File: src/rtl/dsq_pkg.sv
package dsq_pkg;

    typedef enum logic [1:0] {
        PH_AZ  = 2'd0,
        PH_INT = 2'd1,
        PH_DE  = 2'd2,
        PH_ZI  = 2'd3
    } phase_e;

    function automatic phase_e phase_succ(input phase_e p);
        unique case (p)
            PH_AZ:  return PH_INT;
            PH_INT: return PH_DE;
            PH_DE:  return PH_ZI;
            PH_ZI:  return PH_AZ;
        endcase
    endfunction

endpackage

File: src/rtl/dsq_phase_fsm.sv
module dsq_phase_fsm
    import dsq_pkg::*;
#(
    parameter int INT_CLKS   = 10000,
    parameter int FULL_SCALE = 20000,
    parameter int ZI_NORM    = 150,
    parameter int ZI_OVER    = 6200,
    parameter int CW         = 16,
    parameter int RW         = 15
) (
    input  logic          clk_i,
    input  logic          rst_i,
    input  logic          run_i,
    input  logic          cmp_i,
    input  logic [CW-1:0] az_len_i,
    output phase_e        phase_o,
    output logic          pol_o,
    output logic          done_o,
    output logic [RW-1:0] count_o,
    output logic          ovr_o,
    output logic          zi_end_o
);

    localparam logic [CW-1:0] INT_LAST  = CW'(INT_CLKS - 1);
    localparam logic [CW-1:0] FULL_LAST = CW'(FULL_SCALE - 1);
    localparam logic [CW-1:0] ZIN_LAST  = CW'(ZI_NORM - 1);
    localparam logic [CW-1:0] ZIO_LAST  = CW'(ZI_OVER - 1);
    localparam logic [RW-1:0] FULL_CNT  = RW'(FULL_SCALE);

    phase_e        state_q, state_d;
    logic [CW-1:0] cnt_q, cnt_d;
    logic          pol_q, pol_d;
    logic          ovr_q, ovr_d;
    logic          crossed;
    logic [CW-1:0] zi_last;

    assign crossed = (cmp_i != pol_q);
    assign zi_last = ovr_q ? ZIO_LAST : ZIN_LAST;

    always_comb begin
        state_d  = state_q;
        cnt_d    = cnt_q;
        pol_d    = pol_q;
        ovr_d    = ovr_q;
        done_o   = 1'b0;
        count_o  = '0;
        ovr_o    = 1'b0;
        zi_end_o = 1'b0;
        unique case (state_q)
            PH_AZ: begin
                if (cnt_q >= az_len_i - CW'(1)) begin
                    if (run_i) begin
                        state_d = PH_INT;
                        cnt_d   = '0;
                    end
                end else begin
                    cnt_d = cnt_q + CW'(1);
                end
            end
            PH_INT: begin
                if (cnt_q == INT_LAST) begin
                    state_d = PH_DE;
                    cnt_d   = '0;
                    pol_d   = cmp_i;
                end else begin
                    cnt_d = cnt_q + CW'(1);
                end
            end
            PH_DE: begin
                if (crossed) begin
                    state_d = PH_ZI;
                    cnt_d   = '0;
                    ovr_d   = 1'b0;
                    done_o  = 1'b1;
                    count_o = RW'(cnt_q);
                end else if (cnt_q == FULL_LAST) begin
                    state_d = PH_ZI;
                    cnt_d   = '0;
                    ovr_d   = 1'b1;
                    done_o  = 1'b1;
                    count_o = FULL_CNT;
                    ovr_o   = 1'b1;
                end else begin
                    cnt_d = cnt_q + CW'(1);
                end
            end
            PH_ZI: begin
                if (cnt_q == zi_last) begin
                    state_d  = PH_AZ;
                    cnt_d    = '0;
                    zi_end_o = 1'b1;
                end else begin
                    cnt_d = cnt_q + CW'(1);
                end
            end
        endcase
    end

    always_ff @(posedge clk_i) begin
        if (rst_i) begin
            state_q <= PH_AZ;
            cnt_q   <= '0;
            pol_q   <= 1'b0;
            ovr_q   <= 1'b0;
        end else begin
            state_q <= state_d;
            cnt_q   <= cnt_d;
            pol_q   <= pol_d;
            ovr_q   <= ovr_d;
        end
    end

    assign phase_o = state_q;
    assign pol_o   = pol_q;


    phase_order_chk: assert property (@(posedge clk_i) disable iff (rst_i)
        (state_q != $past(state_q)) |-> (state_q == phase_succ($past(state_q))));


    int_length_chk: assert property (@(posedge clk_i) disable iff (rst_i)
        (state_q == PH_DE && $past(state_q) == PH_INT) |-> ($past(cnt_q) == INT_LAST));


    de_bound_chk: assert property (@(posedge clk_i) disable iff (rst_i)
        (state_q == PH_DE) |-> (cnt_q <= FULL_LAST));


    hold_az_chk: assert property (@(posedge clk_i) disable iff (rst_i)
        (state_q == PH_AZ && !run_i) |=> (state_q == PH_AZ));


    pol_stable_chk: assert property (@(posedge clk_i) disable iff (rst_i)
        (state_q == PH_DE && $past(state_q) == PH_DE) |-> $stable(pol_q));

endmodule

File: src/rtl/dsq_cycle_fill.sv
module dsq_cycle_fill
    import dsq_pkg::*;
#(
    parameter int CYCLE_CLKS = 40000,
    parameter int AZ_MIN     = 100,
    parameter int CW         = 16
) (
    input  logic          clk_i,
    input  logic          rst_i,
    input  phase_e        phase_i,
    input  logic          zi_end_i,
    output logic [CW-1:0] az_len_o
);

    localparam logic [CW:0]   CYC_W  = (CW+1)'(CYCLE_CLKS);
    localparam logic [CW:0]   MIN_W  = (CW+1)'(AZ_MIN);
    localparam logic [CW-1:0] MIN_AZ = CW'(AZ_MIN);

    logic [CW-1:0] elapsed_q;
    logic [CW-1:0] az_len_q;
    logic [CW:0]   used;
    logic [CW-1:0] fill;

    // clocks spent outside autozero, counting the current final ZI clock
    assign used = {1'b0, elapsed_q} + (CW+1)'(1);

    always_comb begin
        if (CYC_W >= used + MIN_W) begin
            fill = CW'(CYC_W - used);
        end else begin
            fill = MIN_AZ;
        end
    end

    always_ff @(posedge clk_i) begin
        if (rst_i) begin
            elapsed_q <= '0;
            az_len_q  <= MIN_AZ;
        end else begin
            if (phase_i == PH_AZ) begin
                elapsed_q <= '0;
            end else begin
                elapsed_q <= elapsed_q + CW'(1);
            end
            if (zi_end_i) begin
                az_len_q <= fill;
            end
        end
    end

    assign az_len_o = az_len_q;


    az_floor_chk: assert property (@(posedge clk_i) disable iff (rst_i)
        zi_end_i |=> (az_len_o >= MIN_AZ));

endmodule

File: src/rtl/dsq_result.sv
module dsq_result #(
    parameter int FULL_SCALE  = 20000,
    parameter int UNDER_LIMIT = 1800,
    parameter int RW          = 15
) (
    input  logic          clk_i,
    input  logic          rst_i,
    input  logic          done_i,
    input  logic [RW-1:0] count_i,
    input  logic          pol_i,
    input  logic          ovr_i,
    output logic [RW-1:0] result_o,
    output logic          positive_o,
    output logic          over_o,
    output logic          under_o,
    output logic          strobe_o
);

    localparam logic [RW-1:0] UNDER_CNT = RW'(UNDER_LIMIT);
    localparam logic [RW-1:0] FULL_CNT  = RW'(FULL_SCALE);

    always_ff @(posedge clk_i) begin
        if (rst_i) begin
            result_o   <= '0;
            positive_o <= 1'b0;
            over_o     <= 1'b0;
            under_o    <= 1'b0;
            strobe_o   <= 1'b0;
        end else begin
            strobe_o <= done_i;
            if (done_i) begin
                result_o   <= count_i;
                positive_o <= pol_i;
                over_o     <= ovr_i;
                under_o    <= !ovr_i && (count_i < UNDER_CNT);
            end
        end
    end


    flags_excl_chk: assert property (@(posedge clk_i) disable iff (rst_i)
        !(over_o && under_o));


    over_value_chk: assert property (@(posedge clk_i) disable iff (rst_i)
        over_o |-> (result_o == FULL_CNT));


    strobe_single_chk: assert property (@(posedge clk_i) disable iff (rst_i)
        strobe_o |=> !strobe_o);

endmodule

File: src/rtl/dsq_seq.sv
module dsq_seq
    import dsq_pkg::*;
#(
    parameter int INT_CLKS    = 10000,
    parameter int FULL_SCALE  = 20000,
    parameter int UNDER_LIMIT = 1800,
    parameter int AZ_MIN      = 100,
    parameter int ZI_NORM     = 150,
    parameter int ZI_OVER     = 6200,
    parameter int CYCLE_CLKS  = 40000,
    localparam int RW = $clog2(FULL_SCALE + 1),
    localparam int CW = $clog2(CYCLE_CLKS + INT_CLKS + FULL_SCALE + ZI_OVER + 1)
) (
    input  logic          clk_i,
    input  logic          rst_i,
    input  logic          run_i,
    input  logic          cmp_i,
    output logic [3:0]    sel_o,
    output logic          busy_o,
    output logic          ref_pol_o,
    output logic [RW-1:0] result_o,
    output logic          positive_o,
    output logic          over_o,
    output logic          under_o,
    output logic          strobe_o
);

    phase_e        phase;
    logic          pol;
    logic          done;
    logic [RW-1:0] count;
    logic          ovr;
    logic          zi_end;
    logic [CW-1:0] az_len;

    dsq_phase_fsm #(
        .INT_CLKS  (INT_CLKS),
        .FULL_SCALE(FULL_SCALE),
        .ZI_NORM   (ZI_NORM),
        .ZI_OVER   (ZI_OVER),
        .CW        (CW),
        .RW        (RW)
    ) u_fsm (
        .clk_i   (clk_i),
        .rst_i   (rst_i),
        .run_i   (run_i),
        .cmp_i   (cmp_i),
        .az_len_i(az_len),
        .phase_o (phase),
        .pol_o   (pol),
        .done_o  (done),
        .count_o (count),
        .ovr_o   (ovr),
        .zi_end_o(zi_end)
    );

    dsq_cycle_fill #(
        .CYCLE_CLKS(CYCLE_CLKS),
        .AZ_MIN    (AZ_MIN),
        .CW        (CW)
    ) u_fill (
        .clk_i   (clk_i),
        .rst_i   (rst_i),
        .phase_i (phase),
        .zi_end_i(zi_end),
        .az_len_o(az_len)
    );

    dsq_result #(
        .FULL_SCALE (FULL_SCALE),
        .UNDER_LIMIT(UNDER_LIMIT),
        .RW         (RW)
    ) u_res (
        .clk_i     (clk_i),
        .rst_i     (rst_i),
        .done_i    (done),
        .count_i   (count),
        .pol_i     (pol),
        .ovr_i     (ovr),
        .result_o  (result_o),
        .positive_o(positive_o),
        .over_o    (over_o),
        .under_o   (under_o),
        .strobe_o  (strobe_o)
    );

    always_comb begin
        unique case (phase)
            PH_AZ:  begin sel_o = 4'b0001; busy_o = 1'b0; end
            PH_INT: begin sel_o = 4'b0010; busy_o = 1'b1; end
            PH_DE:  begin sel_o = 4'b0100; busy_o = 1'b1; end
            PH_ZI:  begin sel_o = 4'b1000; busy_o = 1'b0; end
        endcase
    end

    assign ref_pol_o = pol;


    sel_onehot_chk: assert property (@(posedge clk_i) disable iff (rst_i)
        $countones(sel_o) == 1);


    strobe_phase_chk: assert property (@(posedge clk_i) disable iff (rst_i)
        strobe_o |-> sel_o[3]);


    hold_result_chk: assert property (@(posedge clk_i) disable iff (rst_i)
        (sel_o[0] && $past(sel_o[0])) |-> $stable(result_o));

endmodule

File: config.mk
export PLATFORM = sky130hd
export DESIGN_NAME = dsq_seq
export DESIGN_NICKNAME = d
export VERILOG_FILES = /design/src/rtl/dsq_pkg.sv /design/src/rtl/dsq_phase_fsm.sv /design/src/rtl/dsq_cycle_fill.sv /design/src/rtl/dsq_result.sv /design/src/rtl/dsq_seq.sv
export SDC_FILE = /design/constraint.sdc
export NUM_CORES = 1
export LEC_CHECK = 0
export ABC_AREA = 0
export BUFFER_PORTS_ARGS = -buffer_cell sky130_fd_sc_hd__buf_2
export CAP_MARGIN = 20
export CORE_ASPECT_RATIO = 1.25
export CORE_MARGIN = 5
export CORE_UTILIZATION = 60
export DETAILED_ROUTE_END_ITERATION = 10
export GPL_TIMING_DRIVEN = 0
export PLACE_DENSITY = 0.8
export SLEW_MARGIN = 20
export SYNTH_ARGS = -nofsm -noshare
export SYNTH_HDL_FRONTEND = slang
export SYNTH_HIERARCHICAL = 1
export SYNTH_SLANG_ARGS = --single-unit
File: constraint.sdc
create_clock -name clk_i -period 5 [get_ports clk_i]
set_input_delay 1 -clock clk_i [delete_from_list [all_inputs] [get_ports clk_i]]
set_output_delay 1 -clock clk_i [all_outputs]
set_load 0.02 [all_outputs]
==> Implementation_results.wiki <==
{| class="wikitable"
! Metric !! Value
|-
| Flop and latch count out of synthesis || 74
|-
| Final cell utilization of the core || 67.26%
|-
| R2r worst-path depth || 15
|-
| Endpoint of the worst hold-timing path || u_res/under_o$_SDFFE_PP0P_
|-
| Final-report hold violation count || 0
|-
| Power Density || 223.2 mW/mm²
|-
| Slew Limit Headroom || 52.98%
|-
| HPWL reported at the end of detailed placement || 11.04 mm
|-
| # rows || 38
|-
| Initial standard-cell utilization of the core || 61.90%
|-
| Die Y || 116.2 µm
|-
| Worst supply voltage drop on vdd || 0.0001409 V
|-
| Number of max-slew violations in the final report || 0
|-
| Fill cell instance count of the final layout || 775
|-
| Cell-by-cell listing of the critical path || nor4_1, nor4b_1, nand2_1, nor3_1, xnor2_1, ha_1, nand2_1, nor4_1, a41oi_1, a21oi_1, clkbuf_2, buf_2, buf_4, nand2_1, a31oi_1
|-
| Static Leakage || 2.145 nW
|-
| Sum of internal, switching and leakage power || 1.314 mW
|-
| Number of hold buffers added after CTS || 0
|-
| Ratio of routed vias to standard cells || 6.198
|-
| Ys Warns || 6
|-
| Fraction of met2 tracks used by global routing || 51.41%
|-
| Part of the cycle the worst path needs || 85.93%
|-
| Vias in the first global route || 5129
|-
| Instance count after placement with tap cells included || 813
|-
| Slowest Stage Delay on Critical Path || 580 ps
|-
| Worst-Margin Slew || 696.2 ps
|-
| Global routing usage on met1 || 29.36%
|-
| Post-CTS Setup Bufs || 0
|-
| Most common cell after layout, fill and taps aside || sky130_fd_sc_hd__nor2_1
|-
| Setup repair after global routing missed its margin || no
|-
| Aggregate global-route resource usage || 27.88%
|-
| Hold Path Origin || u_res/under_o$_SDFFE_PP0P_
|-
| Worst endpoint required time || 5270 ps
|-
| Kind of start point of the critical path || flip-flop
|-
| Die ar. || 0.01104 mm²
|-
| Proportion of register bits with asynchronous set or reset after synthesis || 0%
|-
| Total negative slack || 0 ps
|-
| Worst path slowest cell || sky130_fd_sc_hd__nor4b_1
|-
| Maximum achievable frequency || 232.7 MHz
|-
| Core Area || 0.008748 mm²
|-
| Non-filler instance count after layout || 829
|-
| Post-layout min period || 4297 ps
|-
| Via count || 5138
|-
| Fraction of synthesized cell area taken by the top area cell type || 27.36%
|-
| Met3 Resource Use GR || 4.704%
|-
| Relative area change from synthesis to final layout || 8.664%
|-
| Horizontal extent of the die || 94.97 µm
|-
| Max-Cap Viols || 0
|-
| Worst min-delay path class || reg2reg
|-
| Most used cell, CP || sky130_fd_sc_hd__nand2_1
|-
| Number of antenna violations at the first check in global routing || 0
|-
| Clock-pin slew on the worst setup and hold paths || 80 ps
|-
| Count of buffers from port buffering || 28
|-
| Biggest fanout along the worst timing path || 10
|-
| Sequential element share of the synthesized area || 27.36%
|-
| Number of iterations in the first detailed-routing pass || 5
|-
| Antenna diodes || 0
|-
| Most used cells in the layout excluding fill and tap cells || sky130_fd_sc_hd__nor2_1 (76), sky130_fd_sc_hd__dfxtp_1 (74), sky130_fd_sc_hd__nand2_1 (69)
|-
| Top Usage Layer GRT || met2
|-
| Design Area, Final || 0.005884 mm²
|-
| Clock Root Buffer || sky130_fd_sc_hd__clkbuf_8
|-
| DR iter-0 viols || 247
|-
| Post_cts resized || 0
|-
| RePlAce Congestion || 1.017
|-
| FF-to-FF End || u_fsm/cnt_q[4]$_SDFFE_PP0P_
|-
| Distinct cell type count after synthesis || 84
|-
| Launch instance of the worst register-to-register path || u_fill/az_len_o[5]$_SDFFE_PP1P_
|-
| Clock latency on the worst-skew pair || 360 ps
|-
| Routed Wire Length || 14.47 mm
|-
| Biggest area contributors in the synthesized netlist || sky130_fd_sc_hd__dfxtp_1 (27%), sky130_fd_sc_hd__ha_1 (6.7%), sky130_fd_sc_hd__nor2_1 (5.3%)
|-
| Max Clock Skew || 12.30 ps
|-
| Minimum setup slack among reg-to-reg paths || 700 ps
|-
| Clock buffer depth || 2
|-
| Synth area leader || sky130_fd_sc_hd__dfxtp_1
|-
| Mean Syn Cell Area || 8.143 µm²
|-
| Pin count of the biggest net entering global routing || 14
|-
| Num CTS Buffers || 9
|-
| Netlist Area Pre-Place || 0.005415 mm²
|-
| Sort of element at the end of the critical path || flip-flop
|-
| Hold Path Cell Cnt || 2
|-
| Average routed wire per standard cell || 17.45 µm
|-
| Mapped Nets || 698
|-
| Number of H-tree levels || 3
|-
| Remaining routing DRC violations || 0
|-
| # nets final || 737
|-
| Status || complete, no violations
|-
| Ys flop type || sky130_fd_sc_hd__dfxtp_1
|-
| Number of antenna-violating nets in the routed design || 0
|-
| Total placed instance area || 0.005705 mm²
|-
| Count of flip-flops with a built-in enable after synthesis || 0
|-
| TritonCTS clock tree || built
|-
| Global-route wire length before repair || 24.34 mm
|-
| Arrival time worst endpoint || 4570 ps
|-
| # setup viols final || 0
|-
| Synthesized netlist cell count || 665
|-
| Top Ports || 29
|-
| Crit Path Class || reg2reg
|-
| Grt total ovfl || 0
|-
| Share of cells above drive strength 1 || 15.51%
|-
| Clock net sink count || 74
|}
[worst max path at each step]
stage / from / end / slack [ps]
detailed placement: u_fill/az_len_o[4]$_SDFFE_PP0P_ / u_fsm/cnt_q[6]$_SDFFE_PP0P_ / 820
global route: u_fill/az_len_o[5]$_SDFFE_PP1P_ / u_fsm/cnt_q[6]$_SDFFE_PP0P_ / 360
global placement: u_fill/az_len_o[4]$_SDFFE_PP0P_ / u_fsm/cnt_q[4]$_SDFFE_PP0P_ / 940
floorplan: u_fill/az_len_o[4]$_SDFFE_PP0P_ / u_fsm/cnt_q[4]$_SDFFE_PP0P_ / 1660
finish: u_fill/az_len_o[5]$_SDFFE_PP1P_ / u_fsm/cnt_q[4]$_SDFFE_PP0P_ / 700
CTS: u_fill/az_len_o[5]$_SDFFE_PP1P_ / u_fsm/cnt_q[4]$_SDFFE_PP0P_ / 760
[sequential cells by signal, summed over array words and instances, names as in the netlist]
name and cells:
u_fill/az_len_o 17, u_fill/elapsed_q 17, u_fsm/cnt_q 17, u_res/result_o 15, u_fsm/phase_o 2, u_fsm/ovr_q 1
u_fsm/pol_o 1, u_res/over_o 1, u_res/positive_o 1, u_res/strobe_o 1, u_res/under_o 1
[through the flow]
step / hold WS [ps] / setup slack, ps
finish: 461.0 / 703.3
CTS: 463.5 / 764.3
floorplan: 433.7 / 1663
detailed placement: 451.1 / 819.3
global placement: 438.6 / 939.1
global route: 488.9 / 357.6
[area by class of cell]
type | count | area, µm² | share of cell area [%]
Sequential cell | 74 | 1481 | 25.18
Timing Repair Buffer | 28 | 140.1 | 2.381
Multi-Input combinational cell | 527 | 3592 | 61.05
Buffer | 36 | 236.5 | 4.019
Clock buffer | 11 | 141.4 | 2.403
Tap cell | 120 | 150.1 | 2.552
Inverter | 28 | 105.1 | 1.786
Clock inverter | 5 | 37.54 | 0.6379
[layer usage]
metal	up-vias	wire [µm]
met5	-	0
met4	0	825
met3	58	787
met2	214	7590
met1	2386	5261
li1	2480	-
[worst max-delay path, delay by kind of cell, from the launching register on]
family	cells	cell delay [ps]
and+or+nand+nor	7	1870
AOI/OAI and AO/OA	3	840
buffers and inverters	3	750
DFF	1	360
adders and majority gates	1	270
xor gates and xnor gates	1	100
[cell usage after synthesis, types with 6 or more instances]
cell                       instances
sky130_fd_sc_hd__nand2b_1          6
sky130_fd_sc_hd__or3_1            12
sky130_fd_sc_hd__and3_1            9
sky130_fd_sc_hd__and2_1           13
sky130_fd_sc_hd__o21ai_0           8
sky130_fd_sc_hd__nor2_1           76
sky130_fd_sc_hd__inv_1            28
sky130_fd_sc_hd__xor2_1           14
sky130_fd_sc_hd__mux2i_1          22
sky130_fd_sc_hd__nor3_1           19
sky130_fd_sc_hd__dfxtp_1          74
sky130_fd_sc_hd__nand2_1          69
sky130_fd_sc_hd__nor4_1            9
sky130_fd_sc_hd__nand4_1          11
sky130_fd_sc_hd__buf_6             6
sky130_fd_sc_hd__a32o_1            7
sky130_fd_sc_hd__a31oi_1           9
sky130_fd_sc_hd__a21oi_1          35
sky130_fd_sc_hd__xnor2_1          30
sky130_fd_sc_hd__o32ai_1           7
sky130_fd_sc_hd__or4b_2            7
sky130_fd_sc_hd__nor2b_1           6
sky130_fd_sc_hd__ha_1             29
sky130_fd_sc_hd__nand3_1          26
sky130_fd_sc_hd__buf_2            10
sky130_fd_sc_hd__clkbuf_1         10
sky130_fd_sc_hd__nand3b_1          7
[power breakdown]
group          switching (mW)  internal, mW  leakage (nW)
clock                   0.233         0.195        0.0859
sequential             0.0321         0.603         0.596
combinational           0.142         0.108          1.46
total                   0.407         0.907          2.15
[logic make-up (layout without fill, tap and decap cells)]
| kind of cell | Yosys count | in the layout | synth area share, % |
|---|---|---|---|
| adder cells (fa/ha/maj) | 29 | 29 | 6.701 |
| flip-flops | 74 | 74 | 27.36 |
| AND/OR/NAND/NOR | 306 | 306 | 30.38 |
| AO/OA/AOI/OAI | 124 | 124 | 17.26 |
| XOR/XNOR | 46 | 46 | 7.925 |
| buffers and inverters | 64 | 108 | 6.308 |
| multiplexers | 22 | 22 | 4.067 |
(Power assumes the default switching activity.)
